## src/rtl/strseq_pkg.sv

```systemverilog
package strseq_pkg;
  typedef enum logic [2:0] {
    OP_MOVE  = 3'd0,
    OP_CMP   = 3'd1,
    OP_SCAN  = 3'd2,
    OP_STORE = 3'd3,
    OP_LOAD  = 3'd4,
    OP_PIN   = 3'd5,
    OP_POUT  = 3'd6
  } str_op_e;

  typedef enum logic [1:0] {
    RP_NONE = 2'd0,
    RP_EQ   = 2'd1,
    RP_NE   = 2'd2,
    RP_RSVD = 2'd3
  } rep_e;

  typedef enum logic [2:0] {
    ST_IDLE, ST_EVAL, ST_REQ_A, ST_RSP_A, ST_REQ_B, ST_RSP_B, ST_STEP, ST_DONE
  } st_e;
endpackage

```

## src/rtl/strseq_wrap_step.sv

```systemverilog
module strseq_wrap_step #(
  parameter int unsigned W       = 32,
  parameter int unsigned SHORT_W = 16
) (
  input  logic [W-1:0] val_i,
  input  logic [2:0]   amt_i,
  input  logic         down_i,
  input  logic         wide_i,
  output logic [W-1:0] val_o
);
  logic [W-1:0] delta, full;
  assign delta = W'(amt_i);
  assign full  = down_i ? val_i - delta : val_i + delta;

  generate
    if (W > SHORT_W) begin : g_split
      logic [SHORT_W-1:0] low;
      assign low   = down_i ? val_i[SHORT_W-1:0] - delta[SHORT_W-1:0]
                            : val_i[SHORT_W-1:0] + delta[SHORT_W-1:0];
      // narrow mode keeps the upper bits untouched
      assign val_o = wide_i ? full : {val_i[W-1:SHORT_W], low};
    end else begin : g_flat
      logic unused_wide;
      assign unused_wide = wide_i;
      assign val_o = full;
    end
  endgenerate
endmodule

```

## src/rtl/strseq_sub.sv

```systemverilog
module strseq_sub #(
  parameter int unsigned W = 32
) (
  input  logic [W-1:0] a_i,
  input  logic [W-1:0] b_i,
  input  logic [W-1:0] mask_i,
  output logic         zf_o
);
  logic [W-1:0] diff;
  assign diff = (a_i - b_i) & mask_i;
  assign zf_o = ~|diff;
endmodule

```

## src/rtl/strseq_top.sv

```systemverilog
module strseq_top
  import strseq_pkg::*;
#(
  parameter int unsigned DATA_W  = 32,
  parameter int unsigned ADDR_W  = 32,
  parameter int unsigned PORT_W  = 16,
  parameter int unsigned SHORT_W = 16
) (
  input  logic              clk_i,
  input  logic              rst_ni,
  input  logic              start_i,
  input  logic [2:0]        op_i,
  input  logic [1:0]        size_i,
  input  logic              wide_addr_i,
  input  logic [1:0]        rep_i,
  input  logic              down_i,
  input  logic [ADDR_W-1:0] count_i,
  input  logic [ADDR_W-1:0] src_i,
  input  logic [ADDR_W-1:0] dst_i,
  input  logic [DATA_W-1:0] acc_i,
  input  logic [PORT_W-1:0] port_i,
  output logic              req_valid_o,
  input  logic              req_ready_i,
  output logic              req_write_o,
  output logic              req_io_o,
  output logic [ADDR_W-1:0] req_addr_o,
  output logic [1:0]        req_size_o,
  output logic [DATA_W-1:0] req_wdata_o,
  input  logic              rsp_valid_i,
  input  logic [DATA_W-1:0] rsp_data_i,
  output logic              busy_o,
  output logic              done_o,
  output logic [ADDR_W-1:0] count_o,
  output logic [ADDR_W-1:0] src_o,
  output logic [ADDR_W-1:0] dst_o,
  output logic [DATA_W-1:0] acc_o,
  output logic              zf_o
);
  st_e               st_q;
  str_op_e           op_q;
  rep_e              rep_q;
  logic [1:0]        size_q;
  logic              wide_q, down_q, zf_q;
  logic [ADDR_W-1:0] cnt_q, src_q, dst_q;
  logic [DATA_W-1:0] acc_q, buf_q;
  logic [PORT_W-1:0] port_q;

  function automatic logic low_zero(input logic [ADDR_W-1:0] v, input logic wide);
    return wide ? (v == '0) : (v[SHORT_W-1:0] == '0);
  endfunction

  // operation decode
  logic rep_on, cmp_like, uses_src, uses_dst, has_b;
  logic a_write, a_io, b_write, b_io;
  logic [ADDR_W-1:0] a_addr, b_addr, port_addr;
  logic [DATA_W-1:0] mask;
  logic [2:0] step_amt;

  assign rep_on    = (rep_q == RP_EQ) || (rep_q == RP_NE);
  assign cmp_like  = (op_q == OP_CMP) || (op_q == OP_SCAN);
  assign uses_src  = op_q inside {OP_MOVE, OP_CMP, OP_LOAD, OP_POUT};
  assign uses_dst  = op_q inside {OP_MOVE, OP_CMP, OP_SCAN, OP_STORE, OP_PIN};
  assign has_b     = op_q inside {OP_MOVE, OP_CMP, OP_PIN, OP_POUT};
  assign port_addr = ADDR_W'(port_q);
  assign a_write   = (op_q == OP_STORE);
  assign a_io      = (op_q == OP_PIN);
  assign a_addr    = (op_q == OP_SCAN || op_q == OP_STORE) ? dst_q :
                     (op_q == OP_PIN) ? port_addr : src_q;
  assign b_write   = (op_q != OP_CMP);
  assign b_io      = (op_q == OP_POUT);
  assign b_addr    = (op_q == OP_POUT) ? port_addr : dst_q;
  assign mask      = (size_q == 2'd0) ? DATA_W'(8'hFF) :
                     (size_q == 2'd1) ? DATA_W'(16'hFFFF) : '1;
  assign step_amt  = (size_q == 2'd0) ? 3'd1 : (size_q == 2'd1) ? 3'd2 : 3'd4;

  // next pointers and count
  logic [ADDR_W-1:0] src_nx, dst_nx, cnt_nx;
  strseq_wrap_step #(.W(ADDR_W), .SHORT_W(SHORT_W)) u_src_step (
    .val_i(src_q), .amt_i(step_amt), .down_i(down_q), .wide_i(wide_q), .val_o(src_nx));
  strseq_wrap_step #(.W(ADDR_W), .SHORT_W(SHORT_W)) u_dst_step (
    .val_i(dst_q), .amt_i(step_amt), .down_i(down_q), .wide_i(wide_q), .val_o(dst_nx));
  strseq_wrap_step #(.W(ADDR_W), .SHORT_W(SHORT_W)) u_cnt_step (
    .val_i(cnt_q), .amt_i(3'd1), .down_i(1'b1), .wide_i(wide_q), .val_o(cnt_nx));

  // compare datapath: scan uses the accumulator, compare the first read
  logic zf_new;
  strseq_sub #(.W(DATA_W)) u_sub (
    .a_i((op_q == OP_SCAN) ? acc_q : buf_q), .b_i(rsp_data_i),
    .mask_i(mask), .zf_o(zf_new));

  logic stop;
  assign stop = !rep_on || low_zero(cnt_nx, wide_q) ||
                (cmp_like && rep_q == RP_EQ && !zf_q) ||
                (cmp_like && rep_q == RP_NE &&  zf_q);

  always_ff @(posedge clk_i or negedge rst_ni) begin
    if (!rst_ni) begin
      st_q   <= ST_IDLE;
      op_q   <= OP_MOVE;
      rep_q  <= RP_NONE;
      size_q <= '0;
      wide_q <= 1'b0;
      down_q <= 1'b0;
      zf_q   <= 1'b0;
      cnt_q  <= '0;
      src_q  <= '0;
      dst_q  <= '0;
      acc_q  <= '0;
      buf_q  <= '0;
      port_q <= '0;
    end else begin
      unique case (st_q)
        ST_IDLE: if (start_i) begin
          op_q   <= str_op_e'(op_i);
          rep_q  <= rep_e'(rep_i);
          size_q <= size_i;
          wide_q <= wide_addr_i;
          down_q <= down_i;
          cnt_q  <= count_i;
          src_q  <= src_i;
          dst_q  <= dst_i;
          acc_q  <= acc_i;
          port_q <= port_i;
          zf_q   <= 1'b0;
          st_q   <= ST_EVAL;
        end
        ST_EVAL: st_q <= (rep_on && low_zero(cnt_q, wide_q)) ? ST_DONE : ST_REQ_A;
        ST_REQ_A: if (req_ready_i) st_q <= a_write ? ST_STEP : ST_RSP_A;
        ST_RSP_A: if (rsp_valid_i) begin
          buf_q <= rsp_data_i & mask;
          if (op_q == OP_LOAD) acc_q <= (acc_q & ~mask) | (rsp_data_i & mask);
          if (op_q == OP_SCAN) zf_q <= zf_new;
          st_q <= has_b ? ST_REQ_B : ST_STEP;
        end
        ST_REQ_B: if (req_ready_i) st_q <= b_write ? ST_STEP : ST_RSP_B;
        ST_RSP_B: if (rsp_valid_i) begin
          zf_q <= zf_new;
          st_q <= ST_STEP;
        end
        ST_STEP: begin
          if (uses_src) src_q <= src_nx;
          if (uses_dst) dst_q <= dst_nx;
          if (rep_on)   cnt_q <= cnt_nx;
          st_q <= stop ? ST_DONE : ST_REQ_A;
        end
        ST_DONE: st_q <= ST_IDLE;
        default: st_q <= ST_IDLE;
      endcase
    end
  end

  assign req_valid_o = (st_q == ST_REQ_A) || (st_q == ST_REQ_B);
  assign req_write_o = (st_q == ST_REQ_B) ? b_write : a_write;
  assign req_io_o    = req_valid_o && ((st_q == ST_REQ_B) ? b_io : a_io);
  assign req_addr_o  = (st_q == ST_REQ_B) ? b_addr : a_addr;
  assign req_size_o  = size_q;
  assign req_wdata_o = ((op_q == OP_STORE) ? acc_q : buf_q) & mask;
  assign busy_o      = (st_q != ST_IDLE);
  assign done_o      = (st_q == ST_DONE);
  assign count_o     = cnt_q;
  assign src_o       = src_q;
  assign dst_o       = dst_q;
  assign acc_o       = acc_q;
  assign zf_o        = zf_q;

  AST_REQ_HOLD: assert property (@(posedge clk_i) disable iff (!rst_ni)
    (req_valid_o && !req_ready_i) |=> (req_valid_o && $stable(req_addr_o) && $stable(req_write_o)));
  AST_DONE_PULSE: assert property (@(posedge clk_i) disable iff (!rst_ni)
    done_o |=> (!done_o && !busy_o));
  AST_ZERO_COUNT_SKIP: assert property (@(posedge clk_i) disable iff (!rst_ni)
    (st_q == ST_EVAL && rep_on && low_zero(cnt_q, wide_q)) |=> (done_o && !req_valid_o));
  AST_NOREP_COUNT_HELD: assert property (@(posedge clk_i) disable iff (!rst_ni)
    (busy_o && !rep_on) |=> $stable(cnt_q));
  AST_ZF_ONLY_CMP: assert property (@(posedge clk_i) disable iff (!rst_ni)
    (busy_o && !cmp_like) |=> $stable(zf_q));

  generate
    if (ADDR_W > SHORT_W) begin : g_narrow_chk
      AST_UPPER_FROZEN: assert property (@(posedge clk_i) disable iff (!rst_ni)
        (busy_o && !wide_q) |=> ($stable(cnt_q[ADDR_W-1:SHORT_W]) &&
                                 $stable(src_q[ADDR_W-1:SHORT_W]) &&
                                 $stable(dst_q[ADDR_W-1:SHORT_W])));
    end
  endgenerate
endmodule

```

## config.mk

```make
export PLATFORM = sky130hd
export DESIGN_NAME = strseq_top
export DESIGN_NICKNAME = d
export VERILOG_FILES = /design/src/rtl/strseq_pkg.sv /design/src/rtl/strseq_wrap_step.sv /design/src/rtl/strseq_sub.sv /design/src/rtl/strseq_top.sv
export SDC_FILE = /design/constraint.sdc
export NUM_CORES = 1
export LEC_CHECK = 0
export BUFFER_PORTS_ARGS = -buffer_cell sky130_fd_sc_hd__buf_4
export CORE_UTILIZATION = 33
export CTS_CLUSTER_SIZE = 24
export DETAILED_ROUTE_END_ITERATION = 8
export PLACE_DENSITY = 0.54
export SLEW_MARGIN = 15
export SYNTH_ARGS = -nofsm -noshare
export SYNTH_HDL_FRONTEND = slang
export SYNTH_SLANG_ARGS = --single-unit
```

## constraint.sdc

```tcl
create_clock -name clk_i -period 9.6 [get_ports clk_i]
set_input_delay 0.96 -clock clk_i [delete_from_list [all_inputs] [get_ports clk_i]]
set_output_delay 0.96 -clock clk_i [all_outputs]
set_load 0.005 [all_outputs]
```

# After elaboration in Yosys (flattened, before gate mapping)
# Cells that the tools add are included.
[totals]
register_bits = 189
input_bits = 190
wordCells = 151
[classes]
addsub = 11
n_eq_ne = 28
muxes = 50
bitwise = 6
n_reduce_logical = 41
[op_table]
columns = ["op", "count"]
rows = [
  ["$mux W32", 22],
  ["$pmux W32 S2", 4],
  ["$and A32 B32 Y32", 4],
  ["$add A32 B3 Y32", 2],
  ["$logic_not A32 Y1", 2],
  ["$sub A32 B3 Y32", 2],
  ["$add A16 B3 Y16", 2],
  ["$logic_not A16 Y1", 2],
  ["$mux W16", 2],
  ["$not A32 Y32", 1],
  ["$or A32 B32 Y32", 1],
  ["$reduce_or A32 Y1", 1],
  ["$sub A16 B3 Y16", 2],
  ["$sub A32 B1 Y32 const B", 1],
  ["$sub A32 B32 Y32", 1],
  ["$mux W3", 10],
  ["$pmux W3 S8", 1],
  ["$ne A2 B2 Y1 const B", 11],
  ["$eq A3 B3 Y1 const B", 7],
  ["$sub A16 B1 Y16 const B", 1],
  ["$eq A3 B2 Y1 const B", 4],
  ["$reduce_and A4 Y1", 3],
  ["$reduce_and A5 Y1", 2],
  ["$reduce_and A3 Y1", 3],
  ["other kinds (17)", 45],
]

# Logic depth before layout (Yosys ltp)
# Gate-level depths: netlist of run 1.
[depth]
word_depth = 9
ltp_mapped = 16
ltp_nobuf = 15

# Cells and area by module
# Synthesis of run 1 repeated with hierarchy kept, for this count alone.
[unflattened]
cells_unflattened = 2302
hier_area_um2 = 18625.4
[by_module_without_submodules]
columns = ["module", "n_inst", "cells_each", "area_per_inst_um2"]
rows = [
  ["strseq_top", 1, 1088, 10053.4],
  ["strseq_wrap_step at u_cnt_step ...", 2, 278, 2044.5],
  ["strseq_sub", 1, 375, 2399.8],
  ["strseq_wrap_step at u_src_step", 1, 283, 2083.2],
]

# Worst setup path before layout of run 1
# Ideal clock, no wire load.
[synth_timing]
path_type = "flip-flop to flip-flop"
from = "register op_q[0]"
to = "register zf_q, in the netlist zf_o"
arrival_ns = 4.147
required_ns = 9.534
setup_slack_ns = 5.387
path_stages_with_launch = 16
cell_sequence = "dfrtp_1 clkbuf_1 nor3b_1 clkbuf_1 mux2_2 ha_1 nor2b_1 o311ai_2 o21a_1 o211ai_1 a21oi_2 xnor2_1 or4_1 nor4_1 nand4_1 nand2_1"
[synth_via]
elab_chain_len = 9
elab_cells_between_ends = 12
[synth_lines]
columns = ["item", "line_no", "text"]
rows = [
  ["start: declaration", "strseq_top.sv:40", "str_op_e op_q;"],
  ["start signal: assignment", "strseq_top.sv:114", "op_q <= str_op_e'(op_i);"],
  ["$eq A3 B2 Y1 (*)", "strseq_top.sv:88, strseq_top.sv:132", ""],
  ["$mux W32", "strseq_top.sv:88", ".a_i((op_q == OP_SCAN) ? acc_q : buf_q), .b_i(rsp_data_i),"],
  ["$sub A32 B32 Y32", "strseq_sub.sv:10", "assign diff = (a_i - b_i) & mask_i;"],
  ["$and A32 B32 Y32", "strseq_sub.sv:10", ""],
  ["$reduce_or A32 Y1", "strseq_sub.sv:11", "assign zf_o = ~|diff;"],
  ["$logic_not A1 Y1", "strseq_sub.sv:11", ""],
  ["$mux W1", "strseq_top.sv:132", "if (op_q == OP_SCAN) zf_q <= zf_new;"],
  ["$mux W1", "strseq_top.sv:129", "ST_RSP_A: if (rsp_valid_i) begin"],
  ["$pmux W1 S3", "strseq_top.sv:112", "unique case (st_q)"],
  ["end signal: assignment", "strseq_top.sv:132", ""],
  ["end signal: assignment", "strseq_top.sv:137", "zf_q <= zf_new;"],
  ["end: declaration", "strseq_top.sv:43", "logic wide_q, down_q, zf_q;"],
]
# Mark *: on every way between the ends. The rest lies on a longest branch, timed or not. The select of a mux whose other input is x is not followed.
# A chain may end at the register's enable or synchronous reset.

# Worst setup path after layout of run 1
[layout_timing]
from = "register op_q[2]"
to = "register zf_q, in the netlist zf_o"
# Same word-level chain as after synthesis.

==> results.md, run 1 <==
- After synthesis, the cell types taking the most area are dfrtp_1 (31%), ha_1 (7.8%), nand2_1 (6.7%).
- Across the run, the number of max-cap violations was 0.
- The number of non-filler instances in the completed layout is 2913.
- Across the routed clock network, the largest skew measured is around 0.013 ns.
- The number of sinks on the clock net is 189.
- Measured against its own limit, the worst slew margin works out to 21.1%.
- Setup repair after global routing left no endpoint under its margin.
- The max-slew violation count is 0.
- The number of rows created at floorplan is 79.
- The share of total power consumed by net switching is 48.9%.
- The post-synthesis cell count is 1970.
- The slew at the pin with the worst max-slew slack is 1.18 ns.
- The count of final hold-check violations was 0.
- The routed design has 57200 um of wire.
- The number of buffers created by CTS is 17.
- For this run the aggregate overflow at the end of global routing stands at 0.
- The number of buffers inserted by post-CTS setup repair is 0.
- The post-DP HPWL is 42300 um.
- Entering global routing, the biggest net connects 83 pins.
- In the layout the commonest cells are buf_4 (411), nand2_1 (274), nor2_1 (200).
- The number of gates resized after cts is 0.
- In this run the power spent charging and discharging nets is 3.98 mW.
- The worst setup path is launched from a register.
- The maximum VDD drop is around 0.18 mV.
- Dividing total power by cell area gives a power density of 415 nW/um^2.
- The total routing resource utilization after global routing is a little under a quarter.
- Across all hold checks on the routed design, the worst slack comes to slightly above 0.5 ns.
- The type of the worst setup path is reg2reg.
- The run finished with clean final reports.
- Data on the critical path is required at its endpoint by 10.04 ns.
- The biggest fanout along the worst timing path is 33.
- The leakage power is 8.96 nW.
- The nature of the critical path endpoint is a register.
- The total of hold buffers inserted after clock tree synthesis is 0.
- The x dimension of the die is about 220 um.
- The die is 219 um tall.
- The number of top-level pins is around 400.
- The final antenna-violating net count is 0.
- The total power consumption of the routed design is a little over 8 mW.
- The effective utilization at floorplan is 33.4%.
- The arrival time of data at the critical path endpoint is 5.05 ns.
- The shortest clock period the worst path allows after layout is approximately 4.6 ns.
- The ratio of cells with drive above 1 in the final layout is 23.6%.
- The initial antenna violation count is 8.
- The largest single stage delay on the critical path is between 0.5 and 0.6 ns.
- The first-pass iteration count of the detailed router is 8.
- At the end of routability-driven placement, the weighted congestion stood at 0.871.
- The master of the slowest instance on the critical path is dfrtp_1.
- Synthesis produced a netlist with a net count of around 2300.
- The average via count per standard cell is approximately 5.5.
- The portion of the post-synthesis area used by sequential elements is 30.5%.
- In the final routed layout, each cell accounts on average for 19.6 um.
- The area of the die is approximately 48000 sq um.
- After synthesis, the share of cell area in mux cells is 5.20%.
- The top cell type's share of synthesized area is 30.5%.
- For this run, the post-layout net count is roughly 2600.
- The power share of the clock group is 9.8%.
- Counting tap cells, the placed design contains a total of 2876 instances.
- Compared with the post-synthesis result, the final layout area differs by 26.5%.
- Summing the areas of all and, or, nand and nor instances in the mapped netlist gives 20.7% of the synthesized area.
- In the routed design, unresolved DRC markers number 0.
- At the end of the flow the core is filled with cells to 42.2%.
- The total of flip-flops plus latches after synthesis is around 190.
- Yosys mapped a number of flops with a built-in enable equal to 0.
- The final cycle utilization of the critical path is slightly below 50%.
- The clock passes through at most 2 buffers.
- For this run, asynchronously set or reset flops after synthesis account for 100%.
- Across all setup checks in the final design, the least slack found is 4.98 ns.
- The post-synthesis area per instance is 7.87 sq um.
- The later pin in the worst-skew pair is clocked with a latency of about 0.50 ns.
- The initial DRC count is 1337.
- The worst hold path class is in2async.
- The first global-routing pass estimated 87200 um of wire.
- After Yosys synthesis, full adders, half adders and majority gates account for under 10% of the synthesized area.
- The number of global-route vias before repair is 15300.
- The quantity of I/O buffers inserted on ports is a little under 400.
- The placed instances occupy a cell area of 19000 sq um.
- The worst-case setup slack after placement is 4.96 ns.
- Static timing analysis puts the maximum clock frequency at 217 MHz.
- The combinational power share is 68.5%.
- TritonCTS built the clock tree.
- The unique cell type count in the Yosys netlist is 92.
- After routing the design area is 19600 sq um.
- The largest total area in the synthesized netlist belongs to dfrtp_1.
- The yosys synthesis warning count is 0.
- The synthesized cell area is approximately 16000 sq um.
- Summing the areas of all compound-gate instances in the mapped netlist gives 26.7% of the synthesized area.
- Of the total synthesized cell area, the portion taken by XOR and XNOR cells is 3.95%.
- The most common cell after layout, fill and taps aside is buf_4.
- Adding up every negative setup slack in the final design gives 0 ns.
- Among all flip-flop cells after synthesis, the most frequent one is dfrtp_1.
- After clock tree synthesis, the clock-pin slew on the worst setup and hold paths is roughly 0.070 ns.
- For this block, the via count after detailed routing is roughly 16000.
- The number of failing setup endpoints in the final timing report is 0.
- Walking the worst path, the cells encountered are nor3b_2 > buf_4 > mux2_2 > ha_1 > a21oi_2 > nand2_1 > a221oi_2 > o21ai_1 > a21oi_2 > xnor2_1 > or4_1 > nor4_1 > nand4_1 > nand2_1.
- The total number of H-tree levels is 4.
- The power share of the sequential group is 21.8%.
- By area, the combinational part of the netlist is dominated by compound AO/OA/AOI/OAI gates.
- The cell sitting at the root of the clock tree is a clkbuf_16.
- The placeable core area is 46500 sq um.
- The total internal power is 4.16 mW.
## logic make-up after synthesis
family                     Yosys count
and+or+nand+nor                    704
AOI/OAI and AO/OA                  638
buffers and inverters              197
DFF                                189
adders and majority gates           99
muxes                               73
xor gates and xnor gates            70
## critical path, delay by kind of cell (launching register included)
family / cells / cell delay (ns)
flip-flops: 1 / 0.55
AND/OR/NAND/NOR: 6 / 1.42
adder cells (fa/ha/maj): 1 / 0.38
XOR/XNOR: 1 / 0.10
AO/OA/AOI/OAI: 4 / 1.24
multiplexers: 1 / 0.40
buffers and inverters: 1 / 0.43
## cells in the mapped netlist, drive strengths merged (13+ instances only)
library cell and count:
nand2 275, nor2 204, dfrtp 189, a21oi 185
o21ai 142, clkbuf 99, ha 97, inv 83
mux2 60, nor3 45, xnor2 45, nand3 36
o22ai 33, a21o 31, a31oi 28, a221oi 26
xor2 25, a21boi 23, nor2b 22, nand2b 21
a211oi 19, o21a 19, a222oi 16, a22o 15
nand4 15, nor4 15, o31ai 15, and3 14
buf 14, mux2i 13
## final cells by class
cell class,count,area [sq um]
repair buffers,412,3100
clock buffers,25,485
flip-flops and latches,189,4730
multi-input cells,1584,10100
well taps,607,759
diodes,6,15.0
inverters,84,315
clock inverters,6,133
fillers,4740,26800
## power by group through the flow
stage / registers [mW] / logic (mW) / clock network, mW
after global placement: 1.77 / 5.49 / 0
after global routing: 1.84 / 6.18 / 0.846
after detailed placement: 1.77 / 5.54 / 0
after floorplan: 1.58 / 3.76 / 0
after CTS: 1.77 / 5.57 / 0.828
final: 1.77 / 5.57 / 0.796
## path summary, 6_finish.rpt
| check | from | to | slack [ns] | depth (start not counted) |
|---|---|---|---|---|
| hold reg to reg | buf_q[5]$_DFFE_PN0P_ | buf_q[5]$_DFFE_PN0P_ | 0.51 | 2 |
| max in group asynchronous | rst_ni | buf_q[29]$_DFFE_PN0P_ | 7.71 | 2 |
| setup / recovery | op_q[2]$_DFFE_PN0P_ | zf_o$_DFFE_PN0P_ | 4.98 | 14 |
| setup reg to reg | op_q[2]$_DFFE_PN0P_ | zf_o$_DFFE_PN0P_ | 4.98 | 14 |
| min in group clk_i | buf_q[5]$_DFFE_PN0P_ | buf_q[5]$_DFFE_PN0P_ | 0.51 | 2 |
| hold / removal | rst_ni | count_o[25]$_DFFE_PN0P_ | 0.51 | 1 |
## layer usage
layer	wire length, um	vias up	GRT usage (%)
met4	1440	4	8.68
met1	25500	7692	31.1
li1	-	7793	-
met2	26500	537	37.5
met5	27	-	0
met3	3810	75	5.37
(Power assumes the default switching activity.)
==> run 2, diff against run 1 <==
- clock period: 9.6 -> 4.4 ns (I/O delays scaled with it)
==> results.md, run 2 (same netlist as run 1, synthesis figures left out) <==
- The global placer's final weighted congestion is slightly below 0.9.
- The clock skew after layout is roughly 0.011 ns.
- Summing all multi-input logic gate instances after layout gives 10100 sq um.
- The total wire length after detailed routing is 57100 um.
- STA classifies the critical path endpoint as a register.
- The placeable core area is about 46000 sq um.
- The worst register-to-register path ends at zf_o$_DFFE_PN0P_.
- In this run the number of H-tree levels came out at 4.
- The first global-routing pass estimated 87100 um of wire.
- The number of buffers and inverters on the critical path is 1.
- The initial DRC count is between 1000 and 1500.
- Summing internal, switching and leakage power gives about 18 mW.
- The floorplan step defined a die boundary enclosing 47900 sq um.
- The HPWL after detailed placement is around 43000 um.
- The leakage power is approximately 9.0 nW.
- The startpoint of the tightest hold check path is count_i[0].
- The data required time of the critical path is 4.85 ns.
- The most common cell after layout, fill and taps aside is buf_4.
- The routed length on met3 is approximately 3500 um.
- The number of failing setup endpoints in the final timing report is 0.
- The highest layer used for signal routing is met5.
- TritonCTS created 17 clock buffers.
- In the final layout, the share of cells above drive strength 1 is 24.1%.
- The tightest slew margin relative to the limit is 28.2%.
- The depth of the most critical reg-to-reg path is 14.
- The total length of routed met2 wires is 27000 um.
- The floorplan step set the die height to 219 um.
- Data arrives at the worst endpoint at 4.55 ns.
- The biggest fanout along the worst timing path is 33.
- The worst setup slack for register-to-register paths is between 0.2 and 0.3 ns.
- The launch point of the worst reg-to-reg path is op_q[2]$_DFFE_PN0P_.
- The number of non-filler instances in the completed layout is 2923.
- The instance count after placement with tap cells included is ~2900.
- The pin count of the biggest net entering global routing is 82.
- The instance count along the most critical hold path is 3.
- STA classifies the critical path startpoint as a register.
- The highest attainable clock frequency is 244 MHz.
- TritonCTS built the clock tree.
- The first-pass iteration count of the detailed router is 8.
- The family of cells with the greatest summed delay on the critical path is simple AND/OR/NAND/NOR gates.
- The number of buffers on the longest clock path is 2.
- The worst hold path class is in2reg.
- The clock latency on the worst-skew pair is 0.51 ns.
- Pin placement for this block handled 390 I/O pins.
- The worst hold path terminates at count_o[0]$_DFFE_PN0P_.
- On the worst path, the slowest cell contributes a delay of 0.50 ns.
- Among all stages on the critical path, the largest delay is contributed by a211oi_1.
- Setup repair after global routing left no endpoint under its margin.
- The critical path goes through nor3b_2 > buf_12 > mux2_2 > ha_1 > a21oi_1 > o21bai_1 > a211oi_1 > o31ai_1 > a21oi_1 > nor3_1 > or4_1 > nor4_1 > nand4_1 > nand2_1.
- The initial antenna violation count came to 5.
- Once detail routing completed, the nets flagged for antenna violations numbered 0.
- The clock root buffer is clkbuf_16.
- The count of final hold-check violations is 0.
- The number of sinks on the clock net is between 150 and 200.
- Across every metal layer, demand over resource in global routing totals 23.6%.
- Among the stages of the critical path, the cell type that occurs most often is a21oi_1.
- The max-capacitance violation count is 0.
- The initialized floorplan defines 79 standard-cell rows.
- The wire length per cell is 19.5 um.
- In the routed design, unresolved DRC markers number 0.
- The worst path uses 93.3% of the clock period.
- The effective utilization at floorplan is 33.4%.
- The clock transition at the register clock pins on the worst setup and hold paths after CTS is 0.08 ns.
- Leaving out fill and tap cells, the most frequent cells in the layout are buf_4 (419), nand2_1 (274), nor2_1 (201).
- During placement, the flow inserted port buffers numbering approximately 390.
- The count of fill cells added during filler insertion is between 4000 and 5000.
- The power density normalized to cell area is 903 nW/um^2.
- The setup path with the least slack is of type reg2reg.
- The average via count per standard cell is roughly 5.5.
- The post-layout net count is between 2000 and 3000.
- The area added between synthesis and finish is 27.3%.
- The sequential cell area is 4730 sq um.
- The sum of routed wire segments on met1 is 25500 um.
- For this run the aggregate overflow at the end of global routing stands at 0.
- The run finished with clean final reports.
- The number of global-route vias before repair was roughly 15000.
- The post-route core utilization is between 40 and 50%.
- The maximum VDD drop is ~0.35 mV.
- After layout, the minimum clock period comes to ~4 ns.
- The max-slew violation count is 0.
- The x dimension of the die is approximately 220 um.
- The total number of vias is 16100.
- The final sum of negative setup slack is 0 ns.
- The slew at the pin with the worst max-slew slack is 1.07 ns.
run 2: worst max-delay path by stage:
stage / startpoint / to / slack (ns) / depth (start not counted)
2_1_floorplan: op_q[0]$_DFFE_PN0P_ / zf_o$_DFFE_PN0P_ / 0.19 / 15
3_3_place_gp: op_q[2]$_DFFE_PN0P_ / zf_o$_DFFE_PN0P_ / 0.43 / 14
3_5_place_dp: op_q[2]$_DFFE_PN0P_ / zf_o$_DFFE_PN0P_ / 0.32 / 15
4_1_cts: op_q[2]$_DFFE_PN0P_ / zf_o$_DFFE_PN0P_ / 0.30 / 14
5_1_grt: op_q[2]$_DFFE_PN0P_ / zf_o$_DFFE_PN0P_ / 0.03 / 14
6_report: op_q[2]$_DFFE_PN0P_ / zf_o$_DFFE_PN0P_ / 0.30 / 14
run 2: worst reg2reg max path: cells and delay by family, from the launching register on:
kind | cells | cell delay (ns)
muxes | 1 | 0.41
DFF | 1 | 0.39
AOI/OAI and AO/OA | 5 | 1.31
and+or+nand+nor | 6 | 1.34
adders and majority gates | 1 | 0.35
buffers and inverters | 1 | 0.24
run 2: timing repair:
action,CTS,global route
hold endpoints to repair,72,0
resized for setup,0,1
buffers inserted,0,0
hold buffers,1,0
endpoints found under the setup margin,0,1
run 2: metal layers:
metal | up-vias | track usage (%)
met5 | - | 0
met4 | 4 | 6.92
met3 | 55 | 4.72
met2 | 517 | 38.7
met1 | 7736 | 31.2
li1 | 7809 | -
run 2: through the flow:
step	cell area, sq um	hold WS (ns)	worst slack, ns
after floorplan	15500	0.144	0.187
after global placement	19100	0.483	0.435
after detailed placement	19100	0.485	0.324
after CTS	19700	0.110	0.297
after global routing	19700	0.142	0.0297
final	19700	0.150	0.296
run 2: area by class of cell:
cell class	count	share of cell area, %
Antenna cell	3	0.0380
Clock inverter	9	0.666
Sequential cell	189	24.0
Timing Repair Buffer	424	16.4
Multi-Input combinational cell	1584	51.1
Clock buffer	23	2.47
Inverter	84	1.60
Tap cell	607	3.85
run 2: power breakdown:
group / leakage (nW) / internal (mW) / switching [mW] / total (mW)
clock network: 0.308 / 0.955 / 0.767 / 1.72
registers: 2.26 / 2.60 / 1.21 / 3.81
logic: 6.47 / 5.58 / 6.71 / 12.3
==> run 3, diff against run 2 <==
- PLACE_DENSITY: 0.54 -> 0.53
- SYNTH_HIERARCHICAL: default -> 1
==> results.md, run 3 <==
- The run finished with clean final reports.
- The total of flip-flops plus latches after synthesis is 189.
- The count of final hold-check violations is 0.
- The slowest stage of the critical path belongs to the cell dfrtp_1.
- In this run, CTS created clock tree buffers numbering 17.
- The library cell used most frequently in the layout, excluding fill and tap cells, is buf_4.
- The floorplan step set the die height to 240 um.
- CTS saw about 190 sinks.
- The count of buffers added on input and output ports is about 400.
- By instance count, the leading cell after synthesis is nand2_1.
- In the routed layout, each cell is associated on average with a via count of ~5.3.
- The largest stage delay on the critical path is around 0.39 ns.
- The total number of H-tree levels is 4.
- The clock skew after layout is approximately 0.0095 ns.
- Dividing the detail-routed wire length by the instance count gives 19.4 um.
- Summed over all nets, the half-perimeter wirelength after detailed placement is about 53000 um.
- The share of total power consumed by net switching is 50.3%.
- Setup violations remaining at the end of the flow were counted as 0.
- Before antenna repair, the detailed router went through 5 iterations.
- The yosys synthesis warning count is 6.
- The data required time of the critical path is 4.85 ns.
- The average instance in the mapped netlist occupies 8.09 sq um.
- The leading area contributor after synthesis is dfrtp_1.
- Walking the worst path, the cells encountered are inv_1 > nand2_2 > nor2_4 > buf_12 > buf_8 > buf_4 > mux2_2 > ha_4 > a21oi_2 > nand2_2 > a2111oi_4 > nand4_1 > nor4_2 > nand4_1 > a2111oi_4 > nand4_1 > nor4_2 > nand2_1 > nor2_1 > mux2_2.
- The tightest slew margin relative to the limit is 30.3%.
- The root buffer cell chosen for the clock tree is clkbuf_16.
- The max-slew violation count was 0.
- The total number of vias is about 19000.
- The initial DRC count is 1174.
- The post-synthesis cell count is 2302.
- The final antenna-violating net count is 0.
- The nature of the critical path endpoint is a register.
- Per report_power, the clock group accounts for under 10% of the total.
- The async set or reset register ratio after synthesis is 100%.
- In the layout the commonest cells are buf_4 (484), nand2_1 (372), dfrtp_1 (187).
- The die is approximately 240 um wide.
- For this configuration, the core starts out at a cell density of 33.6%.
- Of the post-synthesis cell area, the dominant cell type holds 25.4%.
- The power density normalized to cell area is 1020 nW/um^2.
- Of the cells placed in the final design, the portion with a size suffix greater than 1 is between 20 and 30%.
- The final critical path takes up between 90% and 100% of the cycle.
- In this run the register-to-register setup slack is roughly 0.28 ns.
- The commonest cells after synthesis are nand2_1 (375), dfrtp_1 (189), a21oi_1 (157).
- The most numerous cell type found on the critical path is nand4_1.
- Total power for the finished layout comes to 24.3 mW.
- The analysis attributes to net switching a power of 12.2 mW.
- At the pin with the least slew margin, the transition time is 1.05 ns.
- The biggest fanout along the worst timing path is 9.
- After detailed routing, the number of remaining DRC violations is 0.
- Yosys mapped the design onto between 100 and 150 distinct sky130hd cell types.
- The number of synthesized flops with an enable pin is 0.
- The count of fill cells added during filler insertion is 5602.
- The initial antenna violation count was 4.
- The die covers 57400 sq um.
- The type of the worst setup path is reg2reg.
- The total internal power is 12.1 mW.
- The number of rows created at floorplan is 86.
- The number of buffers on the longest clock path is 2.
- The number of top-level pins is 390.
- The worst hold path class is in2reg.
- The total routing resource utilization after global routing is approximately 23%.
- The summed area of non-filler cells in the final layout is 23900 sq um.
- For this run, the top clock speed supported by timing is 243 MHz.
- The shortest clock period the worst path allows after layout is 4.12 ns.
- At the later pin of the worst-skew pair, clock insertion delay measures a little over 0.5 ns.
- The post-layout net count is 3050.
- The global placer's final weighted congestion is 0.901.
- After synthesis the cells add up to between 15000 and 20000 sq um.
- Entering global routing, the biggest net connects just under 90 pins.
- For this block, the routed nets add up to approximately 67000 um of wire.
- The placeable core area is 55400 sq um.
- The launch point of the worst path is op_q[0]$_DFFE_PN0P_.
- The worst setup path is launched from a register.
- The power share of the sequential group is 16.0%.
- Clock-pin slew was measured on the worst setup and hold paths at 0.08 ns.
- Max-cap violations in this run came to 0.
- The wire length of the first global-routing pass is 104000 um.
- The worst hold path begins at rep_i[0].
- Setup total negative slack on the finished layout was measured at 0 ns.
- The cell area reported after detailed placement is 22800 sq um.
- For the worst setup path, the data arrival time is 4.56 ns.
- By area the synthesized netlist is led by dfrtp_1 (25%), ha_1 (10%), nand2_1 (7.6%).
- The combinational power share is 76.6%.
- The share of the Yosys chip area taken by registers is 25.4%.
- Among all flip-flop cells after synthesis, the most frequent one is dfrtp_1.
- The area added between synthesis and finish is 28.2%.
- The worst register-to-register path begins at op_q[0]$_DFFE_PN0P_.
- The CTS tree is done.
- The total global routing overflow is 0.
- IR analysis of the VDD net gives a maximum drop of 0.383 mV.
- The number of global-route vias before repair came to 18100.
- For this run, the share of the core covered by cells in the final layout is 43.1%.
- The leakage power is 10.9 nW.
run 3: layout make-up:
class / instances / area (sq um) / area share, %
inverter: 94 / 353 / 1.48
clock buffer: 21 / 470 / 1.97
antenna: 3 / 7.51 / 0.0314
tap: 748 / 936 / 3.92
clock inverter: 11 / 176 / 0.739
sequential: 189 / 4730 / 19.8
timing repair buffer: 490 / 3730 / 15.6
multi-input combinational: 1913 / 13500 / 56.4
run 3: critical path, delay by kind of cell (launching register included):
kind                     cells  cell delay (ns)
flip-flops                   1             0.39
AND/OR/NAND/NOR             10             1.44
adder cells (fa/ha/maj)      1             0.26
AO/OA/AOI/OAI                3             0.94
buffers and inverters        4             0.51
multiplexers                 2             0.50
run 3: path summary, 6_finish.rpt:
kind | to | cells past startpoint
hold reg to reg | buf_q[30]$_DFFE_PN0P_ | 2
setup / recovery | zf_o$_DFFE_PN0P_ | 20
min in group asynchronous | dst_o[26]$_DFFE_PN0P_ | 2
max in group asynchronous | buf_q[28]$_DFFE_PN0P_ | 3
setup reg to reg | zf_o$_DFFE_PN0P_ | 20
hold / removal | rep_q[0]$_DFFE_PN0P_ | 3
run 3: power groups by stage:
stage               combinational, mW  clock (mW)  sequential (mW)
finish                           18.6        1.81             3.89
global route                     20.5        1.93             4.04
CTS                              18.1        1.87             3.90
detailed placement               17.9           0             3.92
global placement                 17.8           0             3.91
floorplan                        12.3           0             3.39
run 3: stage by stage:
| step | std cells | setup slack (ns) | hold WS [ns] |
|---|---|---|---|
| global placement | 3423 | 0.0811 | 0.482 |
| finish | 3469 | 0.284 | 0.155 |
| CTS | 3457 | 0.00561 | 0.115 |
| global route | 3468 | -0.0312 | 0.141 |
| detailed placement | 3423 | 0.0177 | 0.492 |
| floorplan | 2321 | 0.0132 | 0.144 |
run 3: layer usage:
layer | routed length (um) | global-route usage, % | part of all wire (%)
met5 | 30 | 0 | 0.045
met4 | 1030 | 6.20 | 1.5
met3 | 3490 | 4.45 | 5.2
met2 | 31100 | 36.9 | 46
met1 | 31700 | 31.9 | 47
run 3: kinds of logic after synthesis:
family / count (synthesis) / synth area share, %
multiplexers: 192 / 11.1
other: 2 / 0.0403
AO/OA/AOI/OAI: 697 / 25.0
adder cells (fa/ha/maj): 155 / 10.6
AND/OR/NAND/NOR: 753 / 18.6
XOR/XNOR: 95 / 4.47
flip-flops: 189 / 25.4
buffers and inverters: 219 / 4.86
run 3: repair_timing:
item | in CTS | in global routing
pin swaps | 2 | 14
hold buffers | 1 | 0
buffers inserted | 1 | 9
resized for setup | 3 | 75
setup endpoints to repair | 1 | 3
endpoints found under the hold margin | 66 | 0
